<file path="config.mk">
export PLATFORM = sky130hd
export DESIGN_NAME = uart_regfront
export DESIGN_NICKNAME = d
export VERILOG_FILES = /design/src/rtl/uart_regfront_pkg.sv /design/src/rtl/uart_mode_bank.sv /design/src/rtl/uart_cmd_unit.sv /design/src/rtl/uart_status_unit.sv /design/src/rtl/uart_chan_slice.sv /design/src/rtl/uart_regfront.sv
export SDC_FILE = /design/constraint.sdc
export NUM_CORES = 1
export LEC_CHECK = 0
export BUFFER_PORTS_ARGS = -buffer_cell sky130_fd_sc_hd__buf_2
export CORE_MARGIN = 2
export CORE_UTILIZATION = 53
export CTS_CLUSTER_SIZE = 12
export DETAILED_ROUTE_END_ITERATION = 8
export GPL_ROUTABILITY_DRIVEN = 0
export MAX_ROUTING_LAYER = met4
export PLACE_DENSITY = 0.81
export SLEW_MARGIN = 20
export SYNTH_ARGS = -nofsm -noshare
export SYNTH_HDL_FRONTEND = slang
export SYNTH_SLANG_ARGS = --single-unit
</file>
<file path="constraint.sdc">
create_clock -name clk -period 2.1 [get_ports clk]
set_clock_uncertainty 0.2 [all_clocks]
set_input_delay 0.21 -clock clk [delete_from_list [all_inputs] [get_ports clk]]
set_output_delay 0.21 -clock clk [all_outputs]
set_load 0.05 [all_outputs]
</file>
<file path="src/rtl/uart_regfront_pkg.sv">
// Package: shared constants and types for the serial register front end.
// Assumes one byte-wide bus and a 3-bit local register address per channel.
package uart_regfront_pkg;

    localparam int DATA_W = 8;
    localparam int LOC_W  = 3;

    localparam logic [LOC_W-1:0] LOC_MODE = 3'd0;
    localparam logic [LOC_W-1:0] LOC_STAT = 3'd1;
    localparam logic [LOC_W-1:0] LOC_CMD  = 3'd2;
    localparam logic [LOC_W-1:0] LOC_HOLD = 3'd3;

    localparam logic [DATA_W-1:0] EXT_RST = 8'h00;
    localparam logic [DATA_W-1:0] FMT1_RST = 8'h13;
    localparam logic [DATA_W-1:0] FMT2_RST = 8'h07;

    typedef enum logic [1:0] {
        PTR_EXT  = 2'd0,
        PTR_FMT1 = 2'd1,
        PTR_FMT2 = 2'd2
    } mode_ptr_e;

    typedef enum logic [3:0] {
        OP_NONE     = 4'h0,
        OP_PTR_FMT1 = 4'h1,
        OP_RX_FLUSH = 4'h2,
        OP_TX_FLUSH = 4'h3,
        OP_CLR_ERR  = 4'h4,
        OP_CLR_BRK  = 4'h5,
        OP_BRK_SET  = 4'h6,
        OP_BRK_END  = 4'h7,
        OP_PTR_EXT  = 4'hB
    } cmd_op_e;

    typedef struct packed {
        logic brk;
        logic frm;
        logic par;
        logic ovr;
    } err_flags_t;

endpackage

</file>
<file path="src/rtl/uart_mode_bank.sv">
// Module: holds the extended mode byte and the two format registers of one
// channel behind a single address, selected by an auto-advancing pointer.
// Assumes write and pointer-jump requests never arrive in the same cycle
// (they come from different local addresses).
module uart_mode_bank
    import uart_regfront_pkg::*;
(
    input  logic              clk,
    input  logic              rst_n,
    input  logic              wr_mode,
    input  logic [DATA_W-1:0] wdata,
    input  logic              goto_ext,
    input  logic              goto_fmt1,
    output logic [DATA_W-1:0] ext_reg,
    output logic [DATA_W-1:0] fmt1_reg,
    output logic [DATA_W-1:0] fmt2_reg,
    output logic [DATA_W-1:0] sel_value
);

    mode_ptr_e ptr;

    // Pointer: jump on command, advance on each mode write, park at the last register.
    always_ff @(posedge clk) begin
        if (!rst_n) begin
            ptr <= PTR_FMT1;
        end else if (goto_ext) begin
            ptr <= PTR_EXT;
        end else if (goto_fmt1) begin
            ptr <= PTR_FMT1;
        end else if (wr_mode) begin
            case (ptr)
                PTR_EXT:  ptr <= PTR_FMT1;
                default:  ptr <= PTR_FMT2;
            endcase
        end
    end

    // Register load: the register under the pointer takes the written byte.
    always_ff @(posedge clk) begin
        if (!rst_n) begin
            ext_reg  <= EXT_RST;
            fmt1_reg <= FMT1_RST;
            fmt2_reg <= FMT2_RST;
        end else if (wr_mode) begin
            case (ptr)
                PTR_EXT:  ext_reg  <= wdata;
                PTR_FMT1: fmt1_reg <= wdata;
                default:  fmt2_reg <= wdata;
            endcase
        end
    end

    // Read view: the register currently under the pointer.
    always_comb begin
        case (ptr)
            PTR_EXT:  sel_value = ext_reg;
            PTR_FMT1: sel_value = fmt1_reg;
            default:  sel_value = fmt2_reg;
        endcase
    end

    // writes at the last register keep landing there
    assert_fmt2_parks_R2: assert property (@(posedge clk) disable iff (!rst_n)
        (wr_mode && !goto_ext && !goto_fmt1 && ptr == PTR_FMT2)
        |=> (sel_value == $past(wdata)));

    // the extended-register jump is visible on the next read
    assert_jump_ext_R3: assert property (@(posedge clk) disable iff (!rst_n)
        goto_ext |=> (sel_value == ext_reg && ptr == PTR_EXT));

endmodule

</file>
<file path="src/rtl/uart_cmd_unit.sv">
// Module: decodes command writes of one channel into enable levels, break
// control, one-cycle flush strobes and same-cycle clear/jump requests.
// Assumes wr_cmd is already qualified by channel and local address.
module uart_cmd_unit
    import uart_regfront_pkg::*;
(
    input  logic              clk,
    input  logic              rst_n,
    input  logic              wr_cmd,
    input  logic [DATA_W-1:0] wdata,
    output logic              rx_on,
    output logic              tx_on,
    output logic              brk_on,
    output logic              rx_flush,
    output logic              tx_flush,
    output logic              goto_ext,
    output logic              goto_fmt1,
    output logic              clr_err,
    output logic              clr_brk,
    output logic              rx_rst
);

    logic [3:0] op;

    // Decode: command field qualified by the write strobe.
    always_comb begin
        op        = wdata[7:4];
        goto_fmt1 = wr_cmd && (op == OP_PTR_FMT1);
        goto_ext  = wr_cmd && (op == OP_PTR_EXT);
        rx_rst    = wr_cmd && (op == OP_RX_FLUSH);
        clr_err   = wr_cmd && (op == OP_CLR_ERR);
        clr_brk   = wr_cmd && (op == OP_CLR_BRK);
    end

    // Enables: disable bit outranks enable bit in each direction.
    always_ff @(posedge clk) begin
        if (!rst_n) begin
            rx_on <= 1'b0;
            tx_on <= 1'b0;
        end else if (wr_cmd) begin
            if (wdata[1])      rx_on <= 1'b0;
            else if (wdata[0]) rx_on <= 1'b1;
            if (wdata[3])      tx_on <= 1'b0;
            else if (wdata[2]) tx_on <= 1'b1;
        end
    end

    // Break level: set and cleared by its two command codes.
    always_ff @(posedge clk) begin
        if (!rst_n) begin
            brk_on <= 1'b0;
        end else if (wr_cmd && op == OP_BRK_SET) begin
            brk_on <= 1'b1;
        end else if (wr_cmd && op == OP_BRK_END) begin
            brk_on <= 1'b0;
        end
    end

    // Flush strobes: one registered cycle per command.
    always_ff @(posedge clk) begin
        if (!rst_n) begin
            rx_flush <= 1'b0;
            tx_flush <= 1'b0;
        end else begin
            rx_flush <= rx_rst;
            tx_flush <= wr_cmd && (op == OP_TX_FLUSH);
        end
    end

    // disable outranks enable
    assert_disable_wins_R6: assert property (@(posedge clk) disable iff (!rst_n)
        (wr_cmd && wdata[1]) |=> !rx_on);

    // a receiver flush command produces the strobe next cycle
    assert_rx_flush_R7: assert property (@(posedge clk) disable iff (!rst_n)
        (wr_cmd && wdata[7:4] == 4'h2) |=> rx_flush);

    // break start command raises the break output
    assert_break_start_R8: assert property (@(posedge clk) disable iff (!rst_n)
        (wr_cmd && wdata[7:4] == 4'h6) |=> brk_on);

endmodule

</file>
<file path="src/rtl/uart_status_unit.sv">
// Module: keeps sticky receive error flags and the post-flush mask of one
// channel, and assembles its status byte.
// Assumes event inputs are single-cycle pulses from the receive shifter.
module uart_status_unit
    import uart_regfront_pkg::*;
(
    input  logic              clk,
    input  logic              rst_n,
    input  logic              rx_avail,
    input  logic              rx_full,
    input  logic              tx_space,
    input  logic              tx_idle,
    input  logic              ev_overrun,
    input  logic              ev_parity,
    input  logic              ev_framing,
    input  logic              ev_break,
    input  logic              clr_err,
    input  logic              clr_brk,
    input  logic              rx_rst,
    input  logic              tx_on,
    output logic [DATA_W-1:0] status
);

    err_flags_t err;
    logic       flushed;

    // Sticky errors: a new event outranks a clear in the same cycle.
    always_ff @(posedge clk) begin
        if (!rst_n) begin
            err <= '0;
        end else begin
            err.ovr <= ev_overrun | (err.ovr & ~clr_err);
            err.par <= ev_parity  | (err.par & ~clr_err);
            err.frm <= ev_framing | (err.frm & ~clr_err);
            err.brk <= ev_break   | (err.brk & ~clr_brk);
        end
    end

    // Flush mask: hides stale receive data until storage reports empty.
    always_ff @(posedge clk) begin
        if (!rst_n) begin
            flushed <= 1'b0;
        end else if (rx_rst) begin
            flushed <= 1'b1;
        end else if (!rx_avail) begin
            flushed <= 1'b0;
        end
    end

    // Status byte assembly.
    always_comb begin
        status = {err.brk, err.frm, err.par, err.ovr,
                  tx_idle, tx_space & tx_on,
                  rx_full & ~flushed, rx_avail & ~flushed};
    end

    // an error flag holds until its clear
    assert_err_sticky_R10: assert property (@(posedge clk) disable iff (!rst_n)
        (status[5] && !clr_err) |=> status[5]);

    // event beats simultaneous clear
    assert_event_wins_R10: assert property (@(posedge clk) disable iff (!rst_n)
        ev_overrun |=> status[4]);

    // ready and full drop after a receiver flush
    assert_flush_masks_R7: assert property (@(posedge clk) disable iff (!rst_n)
        rx_rst |=> (status[1:0] == 2'b00));

endmodule

</file>
<file path="src/rtl/uart_chan_slice.sv">
// Module: one complete channel: local address decode, rate select,
// transmit holding, read mux, and the mode, command and status units.
// Assumes sel is high when the bus address targets this channel.
module uart_chan_slice
    import uart_regfront_pkg::*;
(
    input  logic              clk,
    input  logic              rst_n,
    input  logic              sel,
    input  logic [LOC_W-1:0]  loc,
    input  logic              wr,
    input  logic              rd,
    input  logic [DATA_W-1:0] wdata,
    output logic [DATA_W-1:0] rdata,
    input  logic              rx_avail,
    input  logic              rx_full,
    input  logic              tx_space,
    input  logic              tx_idle,
    input  logic              ev_overrun,
    input  logic              ev_parity,
    input  logic              ev_framing,
    input  logic              ev_break,
    input  logic [DATA_W-1:0] rx_byte,
    output logic              rx_pop,
    output logic              rx_flush,
    output logic              tx_flush,
    output logic              tx_load,
    output logic [DATA_W-1:0] tx_byte,
    output logic              rx_on,
    output logic              tx_on,
    output logic              brk_on,
    output logic [1:0]        char_len,
    output logic              par_en,
    output logic              par_odd,
    output logic              stop_two,
    output logic [3:0]        rx_rate,
    output logic [3:0]        tx_rate,
    output logic [DATA_W-1:0] ext_mode
);

    logic              wr_mode, wr_rate, wr_cmd, wr_hold;
    logic              goto_ext, goto_fmt1, clr_err, clr_brk, rx_rst;
    logic [DATA_W-1:0] fmt1_reg, fmt2_reg, sel_value, status;

    // Write decode by local address.
    always_comb begin
        wr_mode = wr && sel && (loc == LOC_MODE);
        wr_rate = wr && sel && (loc == LOC_STAT);
        wr_cmd  = wr && sel && (loc == LOC_CMD);
        wr_hold = wr && sel && (loc == LOC_HOLD);
    end

    uart_mode_bank u_mode (
        .clk       (clk),
        .rst_n     (rst_n),
        .wr_mode   (wr_mode),
        .wdata     (wdata),
        .goto_ext  (goto_ext),
        .goto_fmt1 (goto_fmt1),
        .ext_reg   (ext_mode),
        .fmt1_reg  (fmt1_reg),
        .fmt2_reg  (fmt2_reg),
        .sel_value (sel_value)
    );

    uart_cmd_unit u_cmd (
        .clk       (clk),
        .rst_n     (rst_n),
        .wr_cmd    (wr_cmd),
        .wdata     (wdata),
        .rx_on     (rx_on),
        .tx_on     (tx_on),
        .brk_on    (brk_on),
        .rx_flush  (rx_flush),
        .tx_flush  (tx_flush),
        .goto_ext  (goto_ext),
        .goto_fmt1 (goto_fmt1),
        .clr_err   (clr_err),
        .clr_brk   (clr_brk),
        .rx_rst    (rx_rst)
    );

    uart_status_unit u_stat (
        .clk        (clk),
        .rst_n      (rst_n),
        .rx_avail   (rx_avail),
        .rx_full    (rx_full),
        .tx_space   (tx_space),
        .tx_idle    (tx_idle),
        .ev_overrun (ev_overrun),
        .ev_parity  (ev_parity),
        .ev_framing (ev_framing),
        .ev_break   (ev_break),
        .clr_err    (clr_err),
        .clr_brk    (clr_brk),
        .rx_rst     (rx_rst),
        .tx_on      (tx_on),
        .status     (status)
    );

    // Rate select: receive code high nibble, transmit code low nibble.
    always_ff @(posedge clk) begin
        if (!rst_n) begin
            rx_rate <= '0;
            tx_rate <= '0;
        end else if (wr_rate) begin
            rx_rate <= wdata[7:4];
            tx_rate <= wdata[3:0];
        end
    end

    // Transmit holding: accept only while the transmitter is enabled.
    always_ff @(posedge clk) begin
        if (!rst_n) begin
            tx_load <= 1'b0;
            tx_byte <= '0;
        end else begin
            tx_load <= wr_hold && tx_on;
            if (wr_hold && tx_on) begin
                tx_byte <= wdata;
            end
        end
    end

    // Format decode for the serial shifter.
    always_comb begin
        char_len = fmt1_reg[1:0];
        par_en   = ~fmt1_reg[4];
        par_odd  = fmt1_reg[2];
        stop_two = (fmt2_reg[3:0] == 4'hF);
    end

    // Read mux and receive pop strobe.
    always_comb begin
        rdata  = '0;
        rx_pop = 1'b0;
        if (rd && sel) begin
            case (loc)
                LOC_MODE: rdata = sel_value;
                LOC_STAT: rdata = status;
                LOC_HOLD: begin
                    rdata  = rx_byte;
                    rx_pop = 1'b1;
                end
                default:  rdata = '0;
            endcase
        end
    end

    // a holding write with the transmitter off never loads
    assert_hold_discard_R12: assert property (@(posedge clk) disable iff (!rst_n)
        (wr_hold && !tx_on) |=> (!tx_load && $stable(tx_byte)));

    // rate codes follow the written byte
    assert_rate_split_R11: assert property (@(posedge clk) disable iff (!rst_n)
        wr_rate |=> ({rx_rate, tx_rate} == $past(wdata)));

endmodule

</file>
<file path="src/rtl/uart_regfront.sv">
// Module: top of the register front end; splits the bus address into a
// channel select and local address and instantiates one slice per channel.
// Assumes NUM_CH is a power of two of at least 2.
module uart_regfront
    import uart_regfront_pkg::*;
#(
    parameter int NUM_CH = 2,
    localparam int CH_W  = $clog2(NUM_CH),
    localparam int AW    = LOC_W + CH_W
) (
    input  logic                   clk,
    input  logic                   rst_n,
    input  logic [AW-1:0]          bus_addr,
    input  logic                   bus_wr,
    input  logic                   bus_rd,
    input  logic [7:0]             bus_wdata,
    output logic [7:0]             bus_rdata,
    input  logic [NUM_CH-1:0]      rx_avail,
    input  logic [NUM_CH-1:0]      rx_full,
    input  logic [NUM_CH-1:0]      tx_space,
    input  logic [NUM_CH-1:0]      tx_idle,
    input  logic [NUM_CH-1:0]      ev_overrun,
    input  logic [NUM_CH-1:0]      ev_parity,
    input  logic [NUM_CH-1:0]      ev_framing,
    input  logic [NUM_CH-1:0]      ev_break,
    input  logic [8*NUM_CH-1:0]    rx_byte,
    output logic [NUM_CH-1:0]      rx_pop,
    output logic [NUM_CH-1:0]      rx_flush,
    output logic [NUM_CH-1:0]      tx_flush,
    output logic [NUM_CH-1:0]      tx_load,
    output logic [8*NUM_CH-1:0]    tx_byte,
    output logic [NUM_CH-1:0]      rx_on,
    output logic [NUM_CH-1:0]      tx_on,
    output logic [NUM_CH-1:0]      brk_on,
    output logic [2*NUM_CH-1:0]    char_len,
    output logic [NUM_CH-1:0]      par_en,
    output logic [NUM_CH-1:0]      par_odd,
    output logic [NUM_CH-1:0]      stop_two,
    output logic [4*NUM_CH-1:0]    rx_rate,
    output logic [4*NUM_CH-1:0]    tx_rate,
    output logic [8*NUM_CH-1:0]    ext_mode
);

    logic [DATA_W-1:0] ch_rdata [NUM_CH];
    logic [NUM_CH-1:0] ch_sel;

    for (genvar c = 0; c < NUM_CH; c++) begin : g_ch
        assign ch_sel[c] = (bus_addr[AW-1:LOC_W] == CH_W'(c));

        uart_chan_slice u_slice (
            .clk        (clk),
            .rst_n      (rst_n),
            .sel        (ch_sel[c]),
            .loc        (bus_addr[LOC_W-1:0]),
            .wr         (bus_wr),
            .rd         (bus_rd),
            .wdata      (bus_wdata),
            .rdata      (ch_rdata[c]),
            .rx_avail   (rx_avail[c]),
            .rx_full    (rx_full[c]),
            .tx_space   (tx_space[c]),
            .tx_idle    (tx_idle[c]),
            .ev_overrun (ev_overrun[c]),
            .ev_parity  (ev_parity[c]),
            .ev_framing (ev_framing[c]),
            .ev_break   (ev_break[c]),
            .rx_byte    (rx_byte[8*c +: 8]),
            .rx_pop     (rx_pop[c]),
            .rx_flush   (rx_flush[c]),
            .tx_flush   (tx_flush[c]),
            .tx_load    (tx_load[c]),
            .tx_byte    (tx_byte[8*c +: 8]),
            .rx_on      (rx_on[c]),
            .tx_on      (tx_on[c]),
            .brk_on     (brk_on[c]),
            .char_len   (char_len[2*c +: 2]),
            .par_en     (par_en[c]),
            .par_odd    (par_odd[c]),
            .stop_two   (stop_two[c]),
            .rx_rate    (rx_rate[4*c +: 4]),
            .tx_rate    (tx_rate[4*c +: 4]),
            .ext_mode   (ext_mode[8*c +: 8])
        );
    end

    // Read merge: only the selected slice drives a nonzero byte.
    always_comb begin
        bus_rdata = '0;
        for (int i = 0; i < NUM_CH; i++) begin
            bus_rdata = bus_rdata | ch_rdata[i];
        end
    end

    // at most one channel is selected and pops per read
    assert_one_pop_R1: assert property (@(posedge clk) disable iff (!rst_n)
        $onehot0(rx_pop));

    // no read strobe means a zero read bus
    assert_idle_bus_R1: assert property (@(posedge clk) disable iff (!rst_n)
        !bus_rd |-> (bus_rdata == 8'h00));

endmodule

</file>
## Yosys cells after proc, flatten, opt, wreduce, memory -nomap -nowiden

Cells that the tools add are included.

- Logic and storage cells: 172
- Register bits after elaboration: 106

- Reduce and logical (&&, ||, !) cells: 53
- Multiplexer cells: 29
- Equality and inequality tests: 17
- Bitwise gates (word level): 35

Operators by type and width:

| operator | number |
|---|---|
| 8-bit case mux with 3 select lines | 2 |
| 8-bit case mux with 2 select lines | 2 |
| 1-bit logical AND | 30 |
| 1-bit 2-to-1 mux | 21 |
| 2-bit AND reduction | 10 |
| 4-bit by 3-bit equality test with 1-bit output, second input constant | 4 |
| 8-bit 2-to-1 mux | 2 |
| 1-bit AND | 14 |
| 4-bit equality test, second input constant | 3 |
| 1-bit NOT | 12 |
| 4-bit by 2-bit equality test with 1-bit output, second input constant | 2 |
| 1-bit bitwise OR | 8 |
| 8-bit bitwise OR | 1 |
| 2-bit nonzero test | 4 |
| 3-bit by 2-bit equality test with 1-bit output, second input constant | 2 |
| 3-bit nonzero test | 2 |
| 3-bit OR reduction | 2 |
| 2-bit by 1-bit equality test with 1-bit output, second input constant | 2 |
| 4-bit by 1-bit equality test with 1-bit output, second input constant | 1 |
| 2-bit logical NOT | 2 |
| 2-bit 2-to-1 mux | 2 |
| 2-bit by 1-bit != test with 1-bit output, second input constant | 2 |
| 2-bit OR reduction | 2 |
| 3-bit by 1-bit equality test with 1-bit output, second input constant | 1 |
| 3-bit logical NOT | 1 |

## Logic depth before layout (Yosys ltp)

Gate-level depths: netlist of the first run.

- Depth after elaboration: 7
- Depth in mapped cells: 7

## Cells and area by module

From an unflattened synthesis of the first run, not the netlist that was laid out.

- Cells, all modules: 565
- Area, all modules: 5186.2 um^2

By module, submodules not included:

| module | times used | seq. area each (um^2) | area an instance (um^2) | cells each |
|---|---|---|---|---|
| uart_mode_bank | 2 | 520.5 | 1212.4 | 131 |
| uart_chan_slice | 2 | 340.3 | 909.6 | 101 |
| uart_cmd_unit | 2 | 100.1 | 251.5 | 27 |
| uart_status_unit | 2 | 100.1 | 192.7 | 19 |
| uart_regfront | 1 | 0.0 | 53.8 | 9 |

## Least setup slack after synthesis of the first run

Ideal clock, no wire load.

- Path kind: reg-to-output
- Start: reg g_ch[0].u_slice.u_mode.ptr[1]
- End: out bus_rdata[3]
- Required time: 1.690 ns
- Setup slack: -0.173 ns
- Arrival time: 1.863 ns
- Cell stages (with the launch flop): 7
- Cell sequence: dfxtp_1 > clkbuf_1 > clkbuf_1 > nand2_1 > o21ai_0 > mux2i_1 > o211ai_1

- Word-level cells in the longest chain between the ends: 5

RTL lines:

| element | line | text |
|---|---|---|
| from (decl) | uart_mode_bank.sv:20 | `mode_ptr_e ptr;` |
| from (signal assigned) | uart_mode_bank.sv:25 | `ptr <= PTR_FMT1;` |
| from (signal assigned) | uart_mode_bank.sv:27 | `ptr <= PTR_EXT;` |
| from (signal assigned) | uart_mode_bank.sv:29 | `ptr <= PTR_FMT1;` |
| 2-bit by 1-bit equality test with 1-bit output or 2-bit logical NOT (tied branches) | uart_mode_bank.sv:55 | `case (ptr)` |
| 8-bit case mux with 2 select lines * | uart_mode_bank.sv:55 |  |
| 8-bit case mux with 3 select lines * | uart_chan_slice.sv:138 | `case (loc)` |
| 8-bit 2-to-1 mux * | uart_chan_slice.sv:137 | `if (rd && sel) begin` |
| 8-bit bitwise OR * | uart_regfront.sv:90 | `bus_rdata = bus_rdata \| ch_rdata[i];` |
| to (decl) | uart_regfront.sv:17 | `output logic [7:0] bus_rdata,` |

Mark *: on every way between the ends. The rest lies on a longest branch, timed or not.

## Worst setup path in the final report of the first run

- Start: reg g_ch[0].u_slice.u_mode.ptr[0]
- End: out bus_rdata[0]

Same word-level chain as after synthesis.

==> metrics.md, run 1 <==
| Metric | Value |
|---|---|
| Synth top area cells | dfxtp_1 (43%), mux2i_1 (17%), nor2_1 (5.8%), buf_4 (4.1%), nand2_1 (2.9%) |
| PwrDens | 634 mW/mm^2 |
| Crit path max-delay family | multiplexers |
| Post-synth top area share | 0.434 |
| Share of cells above drive strength 1 | 0.319 |
| HPWL Detailed | 9850 um |
| Setup TNS | -1.11 ns |
| Power consumption | 3.78 mW |
| Leak | 2.91 nW |
| Post-synthesis cell type count | 53 |
| H-tree depth | 3 |
| CP Class | flip-flop to output pin |
| Worst Tran Pin Value | 0.578 ns |
| Count of final setup violators | 8 |
| Insertion delay to the later sink of the worst-skew pair | 0.38 ns |
| Critical path peak fanout | 3 |
| P&R area growth vs syn | 21.9% |
| Register area | 0.00213 sq mm |
| Largest net degree at the start of global routing | 30 |
| Most frequent cells in the layout | buf_2 (119), dfxtp_1 (99), mux2i_1 (83), nor2_1 (76), nand2_1 (38) |
| Final hold vios | 0 |
| Port bufs | 127 |
| Avg WL per Cell | 18.2 um |
| Cell Count, Final, Fillers Out | 753 |
| IO Count | 128 |
| Status | finished, violations left |
| Clk root buf | clkbuf_8 |
| Longest Clk Path Bufs | 2 |
| DIE AREA | 0.0100 sq mm |
| Ys async rst share | 0 |
| Post-layout minimum cycle time | 2.26 ns |
| Clock slew at reported path FFs | 0.11 ns |
| Post-synth EDFFs | 0 |
| Synth Warn # | 0 |
| Arr. time, crit path | 1.85 ns |
| Post-Syn Area | 0.00489 sq mm |
| Utilization after layout | 0.655 |
| Vias | 4321 |
| First-pass GRT wire length | 21200 um |
| Most common cell after layout, fill and taps aside | buf_2 |
| Footprint of the multi-input gates | 0.00247 sq mm |
| GRT Total Usage | 0.282 |
| Syn Area/Cell | 9.34 sq um |
| Required time of the worst setup path | 1.69 ns |
| Post-Syn Instances | 524 |
| Row count | 35 |
| Crit end category | output pin |
| Vias in the first global route | 4224 |
| Worst slew margin | 0.610 |
| Worst Hold Class | input pin to flip-flop |
| Crit-path max cell delay | 0.37 ns |
| Post-Syn Nets | 572 |
| Initial DRT Pass Iterations | 5 |
| Critical path, cell by cell | buf_6 -> mux2_4 -> mux2i_1 -> o22ai_1 -> a22o_1 -> buf_6 |
| Final routed DRC violation total | 0 |
| Synth Register Bits | 106 |
| Setup slack after placement | 0.0652 ns |
| Final Worst Setup Slack | -0.156 ns |
| # diodes | 0 |
| Failing checks | negative setup slack |
| Fin area | 0.00597 sq mm |
| NumNets Final | 685 |
| Num Clock Sinks | 106 |
| DP Area | 0.00551 sq mm |
| Initial antenna violation count | 0 |
| Antenna-violating nets left | 0 |
| Final Cycle Share | 1.07 |
| Max VDD drop | 0.393 mV |
| Fill cell count | 734 |
| Post-synth top area cell | dfxtp_1 |
| Vias/cell | 5.74 |
| Max Clk Rate | 0.443 GHz |
| Hold Slack | 0.0471 ns |
| Crit path buf inv count | 2 |
| Max-cap viol count | 0 |
| Chip width | 100 um |
| Final WL | 13700 um |
| CORE AREA | 0.00911 sq mm |
| Cell mode on critical path | buf_6 |
| Grt ovf | 0 |
| Total placed cells including tap cells | 724 |
| Die boundary height | 100 um |
| Starting density of the core | 0.537 |
| Top FF cell, synth | dfxtp_1 |
| Inserted Clock Buffers | 9 |
| Critical Path Start Type | flip-flop |
| TritonCTS clock tree | done |
| Max Slew Vio Count | 0 |
| RSZ-0062 raised after global routing | yes |
| Slowest cell on the critical path | dfxtp_2 |
| Initial DRC Count | 215 |
| Sequential area share after synthesis | 0.434 |
[kinds of logic after synthesis]
| logic type | after synthesis | synth area share |
|---|---|---|
| AOI/OAI and AO/OA | 78 | 0.105 |
| xor gates and xnor gates | 1 | 0.00179 |
| buffers and inverters | 67 | 0.0764 |
| DFF | 106 | 0.434 |
| muxes | 96 | 0.199 |
| and+or+nand+nor | 176 | 0.184 |
[cell usage after synthesis, types with 2 or more instances]
| cell type | number |
|---|---|
| nand4b_2 | 2 |
| nor4b_1 | 3 |
| a21boi_0 | 2 |
| a22o_1 | 3 |
| buf_2 | 11 |
| nand3_1 | 18 |
| nor2_1 | 76 |
| o211ai_1 | 12 |
| a31o_2 | 2 |
| clkbuf_1 | 22 |
| and2_1 | 2 |
| dfxtp_1 | 106 |
| and3b_1 | 5 |
| inv_1 | 4 |
| mux2_2 | 11 |
| nor2b_1 | 4 |
| nand3_2 | 2 |
| a21o_1 | 5 |
| o21ai_0 | 15 |
| buf_4 | 27 |
| a211oi_1 | 4 |
| nand4_1 | 2 |
| a22oi_1 | 9 |
| a21oi_1 | 13 |
| a31oi_1 | 2 |
| o2111ai_1 | 2 |
| o21a_1 | 2 |
| mux2i_1 | 85 |
| nand2_1 | 38 |
| and4_1 | 2 |
| o22ai_1 | 6 |
| nand2b_1 | 6 |
[where the power goes]
part | internal [mW] | switching (mW) | leakage (nW)
clock network | 0.575 | 0.756 | 0.108
logic | 0.151 | 0.256 | 1.95
registers | 2.03 | 0.0147 | 0.860
[worst register-to-register path, stage by stage, from the launching register on]
cell     delay (ns)
dfxtp_4        0.38
buf_12         0.13
buf_4          0.14
nor2_1         0.09
nand3_1        0.13
buf_4          0.21
mux2i_1        0.16
nor2_1         0.06
[per-layer routing]
| metal | wire length (um) | track usage | vias to the layer above |
|---|---|---|---|
| met5 | 0 | - | - |
| met4 | 387 | 0.107 | 0 |
| met3 | 1090 | 0.0599 | 33 |
| met2 | 6330 | 0.453 | 192 |
| met1 | 5890 | 0.351 | 2062 |
| li1 | - | - | 2034 |
[timing repair]
| item | 4_1_cts | 5_1_grt |
|---|---|---|
| cloned | 0 | 0 |
| hold buffers | 12 | 0 |
| pin swaps | 12 | 15 |
| hold endpoints to repair | 15 | 0 |
| gates resized for setup | 26 | 8 |
| endpoints found under the setup margin | 8 | 8 |
| buffers inserted | 1 | 0 |
[final cells by class]
| type | count | share of cell area |
|---|---|---|
| Multi-Input combinational cell | 351 | 0.414 |
| Inverter | 5 | 0.00315 |
| Tap cell | 111 | 0.0233 |
| Clock inverter | 7 | 0.0141 |
| Timing Repair Buffer | 164 | 0.167 |
| Clock buffer | 9 | 0.0208 |
| Sequential cell | 106 | 0.358 |
[path summary, 6_finish.rpt]
path	start	endpoint	depth (start not counted)	slack, ns
worst max-delay path	g_ch[0].u_slice.u_mode.ptr[0]$_SDFFE_PN1P_	bus_rdata[0]	6	-0.16
worst min-delay path	bus_wdata[2]	g_ch[1].u_slice.u_mode.fmt1_reg[2]$_SDFFE_PN0P_	3	0.05
worst max register to register	g_ch[1].u_slice.u_mode.ptr[0]$_SDFFE_PN1P_	g_ch[1].u_slice.u_mode.ext_reg[7]$_SDFFE_PN0P_	7	0.49
worst min register to register	g_ch[0].u_slice.u_mode.fmt1_reg[6]$_SDFFE_PN0P_	g_ch[0].u_slice.u_mode.fmt1_reg[6]$_SDFFE_PN0P_	2	0.29
Power figures use the tool's default switching activity.
==> run 2: changes to the inputs <==
--- a/config.mk
+++ b/config.mk
@@ -5,9 +5,10 @@
 export SDC_FILE = /design/constraint.sdc
 export NUM_CORES = 1
 export LEC_CHECK = 0
+export ABC_AREA = 1
 export BUFFER_PORTS_ARGS = -buffer_cell sky130_fd_sc_hd__buf_2
 export CORE_MARGIN = 2
-export CORE_UTILIZATION = 53
+export CORE_UTILIZATION = 54
 export CTS_CLUSTER_SIZE = 12
 export DETAILED_ROUTE_END_ITERATION = 8
 export GPL_ROUTABILITY_DRIVEN = 0
==> run 2 against run 1 <==
  * The run now ends clean
  * Register-to-register slack worse by 0.22 ns
  * Worst setup slack improved by 0.22 ns
  * Wire length is 11% higher
  * Critical path type unchanged
  * Highest routed layer unchanged
==> metrics.md, run 2 <==
| Metric | Value |
|---|---|
| Post-Syn Instances | 813 (was 524) |
| Top cells by count, synth | nand2_1 (256), nor2_1 (142), dfxtp_1 (106) (was dfxtp_1 (106), mux2i_1 (85), nor2_1 (76)) |
| Post-synth top area cell | dfxtp_1 (unchanged) |
| Max VDD drop | 0.415 mV (was 0.393 mV) |
| Leak | 3.25 nW (was 2.91 nW) |
| Initial DRT Pass Iterations | 5 (unchanged) |
| Sequential area share after synthesis | 0.402 (was 0.434) |
| Chip width | 103 um (was 100 um) |
| Setup TNS | 0 ns (was -1.11 ns) |
| Critical path peak fanout | 8 (was 3) |
| Num Clock Sinks | 106 (unchanged) |
| Post-Syn Nets | 861 (was 572) |
| DP Area | 0.00581 sq mm (was 0.00551 sq mm) |
| Initial DRC Count | 329 (was 215) |
| DRT met1 WL | 6590 um (was 5890 um) |
| First-pass GRT wire length | 23200 um (was 21200 um) |
| Die boundary height | 103 um (was 100 um) |
| Min-Delay Startpoint | bus_wdata[1] (was bus_wdata[2]) |
| Avg WL per Cell | 14.2 um (was 18.2 um) |
| Post-synth top area share | 0.402 (was 0.434) |
| DIE AREA | 0.0106 sq mm (was 0.0100 sq mm) |
| Worst Tran Pin Value | 0.392 ns (was 0.578 ns) |
| GRT Total Usage | 0.293 (was 0.282) |
| Antenna-violating nets left | 0 (unchanged) |
| R2R depth | 6 (was 7) |
| Final WL | 15100 um (was 13700 um) |
| R2r endpoint | g_ch[0].u_slice.u_mode.fmt2_reg[6]$_SDFFE_PN0P_ (was g_ch[1].u_slice.u_mode.ext_reg[7]$_SDFFE_PN0P_) |
| Row count | 36 (was 35) |
| Arr. time, crit path | 1.62 ns (was 1.85 ns) |
| Ys async rst share | 0 (unchanged) |
| Starting density of the core | 0.548 (was 0.537) |
| Critical Path Start Type | flip-flop (unchanged) |
| Syn Area/Cell | 6.50 sq um (was 9.34 sq um) |
| TritonCTS clock tree | done (unchanged) |
| Insertion delay to the later sink of the worst-skew pair | 0.38 ns (about the same) |
| Port bufs | 127 (unchanged) |
| Vias | 5397 (was 4321) |
| Post-layout minimum cycle time | 2.03 ns (was 2.26 ns) |
| Count leader, synth | nand2_1 (was dfxtp_1) |
| Largest net degree at the start of global routing | 30 (unchanged) |
| Fill cell count | 919 (was 734) |
| # diodes | 0 (unchanged) |
| Most common cell after layout, fill and taps aside | nand2_1 (was buf_2) |
| NumNets Final | 974 (was 685) |
| Crit end category | output pin (unchanged) |
| Setup slack, reg-to-reg | 0.27 ns (was 0.49 ns) |
| Post-synthesis cell type count | 26 (was 53) |
| Hold path endpoint | g_ch[0].u_slice.u_mode.fmt2_reg[1]$_SDFFE_PN1P_ (was g_ch[1].u_slice.u_mode.fmt1_reg[2]$_SDFFE_PN0P_) |
| Launch point of the worst reg-to-reg path | g_ch[0].u_slice.u_mode.ptr[1]$_SDFFE_PP0P_ (was g_ch[1].u_slice.u_mode.ptr[0]$_SDFFE_PN1P_) |
| Utilization after layout | 0.651 (was 0.655) |
| Max Slew Vio Count | 0 (unchanged) |
| Clock slew at reported path FFs | 0.11 ns (about the same) |
| Grt ovf | 0 (unchanged) |
| Clk root buf | clkbuf_8 (unchanged) |
| Highest metal used | met4 (unchanged) |
| Fin area | 0.00627 sq mm (was 0.00597 sq mm) |
| Most frequent cells in the layout | nand2_1 (256), nor2_1 (142), buf_2 (119), dfxtp_1 (102), nand3_1 (75) (was buf_2 (119), dfxtp_1 (99), mux2i_1 (83), nor2_1 (76), nand2_1 (38)) |
| IO Count | 128 (unchanged) |
| Share of cells above drive strength 1 | 0.209 (was 0.319) |
| Count of final setup violators | 0 (was 8) |
| Max-cap viol count | 0 (unchanged) |
| Worst hold path depth | 3 (unchanged) |
| Initial antenna violation count | 0 (unchanged) |
| Status | finished clean (was finished, violations left) |
| Worst Hold Class | input pin to flip-flop (unchanged) |
| CORE AREA | 0.00964 sq mm (was 0.00911 sq mm) |
| Post-synth EDFFs | 0 (unchanged) |
| HPWL Detailed | 10700 um (was 9850 um) |
| PwrDens | 616 mW/mm^2 (was 634 mW/mm^2) |
| CP Class | flip-flop to output pin (unchanged) |
| Final routed DRC violation total | 0 (unchanged) |
| P&R area growth vs syn | 18.7% (was 21.9%) |
| Longest Clk Path Bufs | 2 (unchanged) |
| Synth Register Bits | 106 (unchanged) |
| Met2 WL | 7000 um (was 6330 um) |
| Synth top area cells | dfxtp_1 (40%), nand2_1 (18%), nor2_1 (10%), nand3_1 (7.1%), inv_1 (4.7%) (was dfxtp_1 (43%), mux2i_1 (17%), nor2_1 (5.8%), buf_4 (4.1%), nand2_1 (2.9%)) |
| Post-Syn Area | 0.00529 sq mm (was 0.00489 sq mm) |
| Power consumption | 3.86 mW (was 3.78 mW) |
| Vias in the first global route | 4684 (was 4224) |
| Vias/cell | 5.07 (was 5.74) |
| Top FF cell, synth | dfxtp_1 (unchanged) |
| Required time of the worst setup path | 1.69 ns (about the same) |
| Final hold vios | 0 (unchanged) |
| Met3 wire len | 1130 um (was 1090 um) |
| Synth Warn # | 0 (unchanged) |
| Max Clk Rate | 0.491 GHz (was 0.443 GHz) |
| Final Cycle Share | 0.969 (was 1.07) |
| Worst slew margin | 0.738 (was 0.610) |
| H-tree depth | 3 (unchanged) |
| Inserted Clock Buffers | 9 (unchanged) |
==> run 2: report_power, final <==
| group | internal, mW | total [mW] | switching [mW] |
|---|---|---|---|
| clock network | 0.493 | 1.34 | 0.843 |
| registers | 2.04 | 2.06 | 0.0209 |
| logic | 0.152 | 0.472 | 0.319 |
| total | 2.68 | 3.86 | 1.18 |
==> run 2: through the flow <==
step | worst slack [ns] | std cells | hold WS (ns)
after floorplan | 0.352 | 813 | 0.123
after global placement | 0.239 | 1027 | 0.235
after detailed placement | 0.229 | 1027 | 0.239
after CTS | 0.00342 | 1062 | 0.00210
after global routing | -0.00397 | 1064 | 0.0125
final | 0.0653 | 1064 | 0.00751
==> run 2: cell families after synthesis <==
logic type / Yosys count / share of synthesized area
simple gates: 507 / 0.412
flops: 106 / 0.402
compound gates: 62 / 0.0587
buf+inv: 138 / 0.128
==> run 2: worst max path at each step <==
stage,from,end,slack (ns),cells after the start
2_1_floorplan,bus_addr[1],bus_rdata[5],0.35,9
3_3_place_gp,g_ch[0].u_slice.u_mode.ptr[1]$_SDFFE_PP0P_,bus_rdata[0],0.24,8
3_5_place_dp,g_ch[0].u_slice.u_mode.ptr[1]$_SDFFE_PP0P_,bus_rdata[0],0.23,8
4_1_cts,g_ch[1].u_slice.u_mode.ptr[0]$_SDFFE_PN1P_,bus_rdata[6],0.003,8
5_1_grt,g_ch[0].u_slice.u_mode.ptr[1]$_SDFFE_PP0P_,bus_rdata[6],-0.004,8
6_report,g_ch[0].u_slice.u_mode.ptr[1]$_SDFFE_PP0P_,bus_rdata[6],0.07,8
==> run 2: layout make-up <==
class	count	area, sq um	area share
Multi-Input combinational cell	570	2500	0.398
Sequential cell	106	2130	0.340
Timing Repair Buffer	161	967	0.154
Inverter	78	298	0.0475
Tap cell	133	166	0.0265
Clock buffer	9	124	0.0197
Clock inverter	7	88.8	0.0142
==> run 2: worst max-delay path, cell delays in order, from the launching register on <==
cell and delay (ns):
dfxtp_4 0.41, nor2_2 0.19, nand2_1 0.07, nand3_1 0.10, nand2_1 0.07, nand2_1 0.06
nand2_1 0.04, nand2_1 0.07, clkbuf_4 0.22
==> run 2: timing repair <==
| action | CTS | global route |
|---|---|---|
| endpoints found under the hold margin | 24 | 0 |
| pin swaps | 1 | 1 |
| gates cloned | 0 | 1 |
| buffers inserted | 1 | 1 |
| setup endpoints to repair | 8 | 8 |
| gates resized for setup | 10 | 12 |
| hold buffers | 18 | 0 |
==> run 2: layer usage <==
metal,vias up,global-route usage
met3,34,0.0637
li1,2723,-
met4,0,0.104
met5,-,-
met1,2412,0.385
met2,228,0.447
==> run 3: changes to the inputs <==
--- a/config.mk
+++ b/config.mk
@@ -12,8 +12,10 @@
 export CTS_CLUSTER_SIZE = 12
 export DETAILED_ROUTE_END_ITERATION = 8
 export GPL_ROUTABILITY_DRIVEN = 0
+export HOLD_SLACK_MARGIN = 0.02
 export MAX_ROUTING_LAYER = met4
 export PLACE_DENSITY = 0.81
+export REMOVE_ABC_BUFFERS = 1
 export SLEW_MARGIN = 20
 export SYNTH_ARGS = -nofsm -noshare
 export SYNTH_HDL_FRONTEND = slang
==> run 3 against run 2 <==
  * Sequential power barely moved
  * Largest cell class unchanged
  * Critical path depth unchanged
  * Register-to-register slack improved by 0.24 ns
  * Maximum frequency rose by 0.84%
  * Largest power group unchanged
  * Combinational power is 3% higher
==> metrics.md, run 3 (synthesized netlist as in run 2, its figures left out) <==
| Metric | Value |
|---|---|
| GRT Total Usage | 0.304 (was 0.293) |
| Initial antenna violation count | 1 (was 0) |
| Final WL | 15400 um (was 15100 um) |
| Cell mode on critical path | nand2_1 (unchanged) |
| Num Clock Sinks | 106 (unchanged) |
| Crit-path max cell delay | 0.41 ns (about the same) |
| Final Cycle Share | 0.961 (was 0.969) |
| Vias/cell | 5.04 (was 5.07) |
| Crit end category | output pin (unchanged) |
| Largest net degree at the start of global routing | 36 (was 30) |
| Hold Slack | 0.0462 ns (was 0.00751 ns) |
| DIE AREA | 0.0106 sq mm (unchanged) |
| CORE AREA | 0.00964 sq mm (unchanged) |
| Initial DRC Count | 420 (was 329) |
| Worst hold path depth | 3 (unchanged) |
| IO Count | 128 (unchanged) |
| Chip width | 103 um (unchanged) |
| Final routed DRC violation total | 0 (unchanged) |
| Critical Path Start Type | flip-flop (unchanged) |
| Cell Count, Final, Fillers Out | 1068 (was 1064) |
| Critical path peak fanout | 10 (was 8) |
| HPWL Detailed | 10900 um (was 10700 um) |
| Insertion delay to the later sink of the worst-skew pair | 0.38 ns (about the same) |
| Worst Hold Class | input pin to flip-flop (unchanged) |
| Count of final setup violators | 0 (unchanged) |
| Max Slew Vio Count | 0 (unchanged) |
| Inserted Clock Buffers | 9 (unchanged) |
| PwrDens | 598 mW/mm^2 (was 616 mW/mm^2) |
| NumNets Final | 977 (was 974) |
| Max-cap viol count | 0 (unchanged) |
| Total placed cells including tap cells | 1031 (was 1027) |
| Grt ovf | 0 (unchanged) |
| Row count | 36 (unchanged) |
| Leak | 3.27 nW (was 3.25 nW) |
| First-pass GRT wire length | 24000 um (was 23200 um) |
| Most frequent cells in the layout | nand2_1 (256), nor2_1 (142), buf_2 (119), dfxtp_1 (101), nand3_1 (73) (was nand2_1 (256), nor2_1 (142), buf_2 (119), dfxtp_1 (102), nand3_1 (75)) |
| Clock slew at reported path FFs | 0.10 ns (was 0.11 ns) |
| Critical path, cell by cell | buf_6 -> nand3_1 -> nand3_1 -> nand2_1 -> nand2_1 -> nand2_1 -> nand2_1 -> clkbuf_4 (was nor2_2 -> nand2_1 -> nand3_1 -> nand2_1 -> nand2_1 -> nand2_1 -> nand2_1 -> clkbuf_4) |
| Die boundary height | 103 um (unchanged) |
| Initial DRT Pass Iterations | 5 (unchanged) |
| TritonCTS clock tree | done (unchanged) |
| Utilization after layout | 0.656 (was 0.651) |
| Setup TNS | 0 ns (unchanged) |
| Arr. time, crit path | 1.61 ns (was 1.62 ns) |
| Starting density of the core | 0.548 (unchanged) |
| Post-layout minimum cycle time | 2.02 ns (was 2.03 ns) |
| Fill cell count | 896 (was 919) |
| Max Clk Rate | 0.496 GHz (was 0.491 GHz) |
| Vias | 5386 (was 5397) |
| RSZ-0062 raised after global routing | no |
| Port bufs | 127 (unchanged) |
| Vias in the first global route | 4819 (was 4684) |
| Required time of the worst setup path | 1.69 ns (about the same) |
| R2R depth | 7 (was 6) |
| Global routing's busiest layer | met2 (unchanged) |
| Most common cell after layout, fill and taps aside | nand2_1 (unchanged) |
| Status | finished clean (unchanged) |
| H-tree depth | 3 (unchanged) |
| Slowest cell on the critical path | dfxtp_4 (unchanged) |
| Antenna-violating nets left | 0 (unchanged) |
| CP Class | flip-flop to output pin (unchanged) |
| Clk root buf | clkbuf_8 (unchanged) |
| Worst slew margin | 0.704 (was 0.738) |
| M1 GR Usage | 0.405 (was 0.385) |
| Max VDD drop | 0.428 mV (was 0.415 mV) |
| Worst Tran Pin Value | 0.444 ns (was 0.392 ns) |
| Longest Clk Path Bufs | 2 (unchanged) |
| Avg WL per Cell | 14.4 um (was 14.2 um) |
| Share of cells above drive strength 1 | 0.216 (was 0.209) |
| Met3 global-route usage | 0.0631 (was 0.0637) |
| Power consumption | 3.79 mW (was 3.86 mW) |
| GR Util met2 | 0.472 (was 0.447) |
| P&R area growth vs syn | 19.7% (was 18.7%) |
| Final hold vios | 0 (unchanged) |
## run 3: worst max-delay path: cells and delay by family, from the launching register on
kind	cells	cell delay (ns)
flops	1	0.41
simple gates	6	0.43
buf+inv	2	0.38
## run 3: path summary, 6_finish.rpt
kind	end	startpoint	slack [ns]
min	g_ch[0].u_slice.u_mode.fmt1_reg[4]$_SDFFE_PN1P_	bus_wdata[4]	0.05
max reg2reg	g_ch[1].u_slice.u_mode.ext_reg[1]$_SDFFE_PN0P_	g_ch[1].u_slice.u_mode.ptr[0]$_SDFFE_PN1P_	0.51
min reg2reg	g_ch[1].u_slice.u_cmd.brk_on$_SDFFE_PN0P_	g_ch[1].u_slice.u_cmd.brk_on$_SDFFE_PN0P_	0.27
max	bus_rdata[2]	g_ch[0].u_slice.u_mode.ptr[0]$_SDFFE_PN1P_	0.08
## run 3: final cells by class
| type | instances | area, sq um | share of cell area |
|---|---|---|---|
| Sequential cell | 106 | 2140 | 0.338 |
| Timing Repair Buffer | 163 | 1000 | 0.159 |
| Clock inverter | 7 | 67.6 | 0.0107 |
| Multi-Input combinational cell | 571 | 2520 | 0.399 |
| Tap cell | 133 | 166 | 0.0263 |
| Antenna cell | 1 | 2.50 | 0.000396 |
| Clock buffer | 9 | 124 | 0.0196 |
| Inverter | 78 | 299 | 0.0473 |
## run 3: where the power goes
group | leakage (nW) | total (mW) | switching, mW | internal [mW]
clock | 0.0958 | 1.25 | 0.781 | 0.465
combinational | 2.31 | 0.486 | 0.327 | 0.159
sequential | 0.860 | 2.05 | 0.0209 | 2.03
total | 3.27 | 3.79 | 1.13 | 2.66
## run 3: what timing repair did
item                                   in CTS  in global routing
gates resized for setup                     9                 25
pin swaps                                   1                  1
hold buffers                               17                  0
endpoints found under the hold margin      26                  0
setup endpoints to repair                   8                  8
setup buffers                               1                  0
gates cloned                                1                  1
## run 3: routing by layer
layer / vias up / routed length (um)
li1: 2727 / -
met1: 2396 / 6510
met2: 233 / 7090
met3: 30 / 1410
met4: 0 / 349
met5: - / 0
## run 3: through the flow
step	cell area, sq um	setup slack, ns
floorplan	4900	0.252
global placement	5850	0.259
detailed placement	5850	0.241
CTS	6250	0.00515
global route	6330	0.00621
finish	6330	0.0823
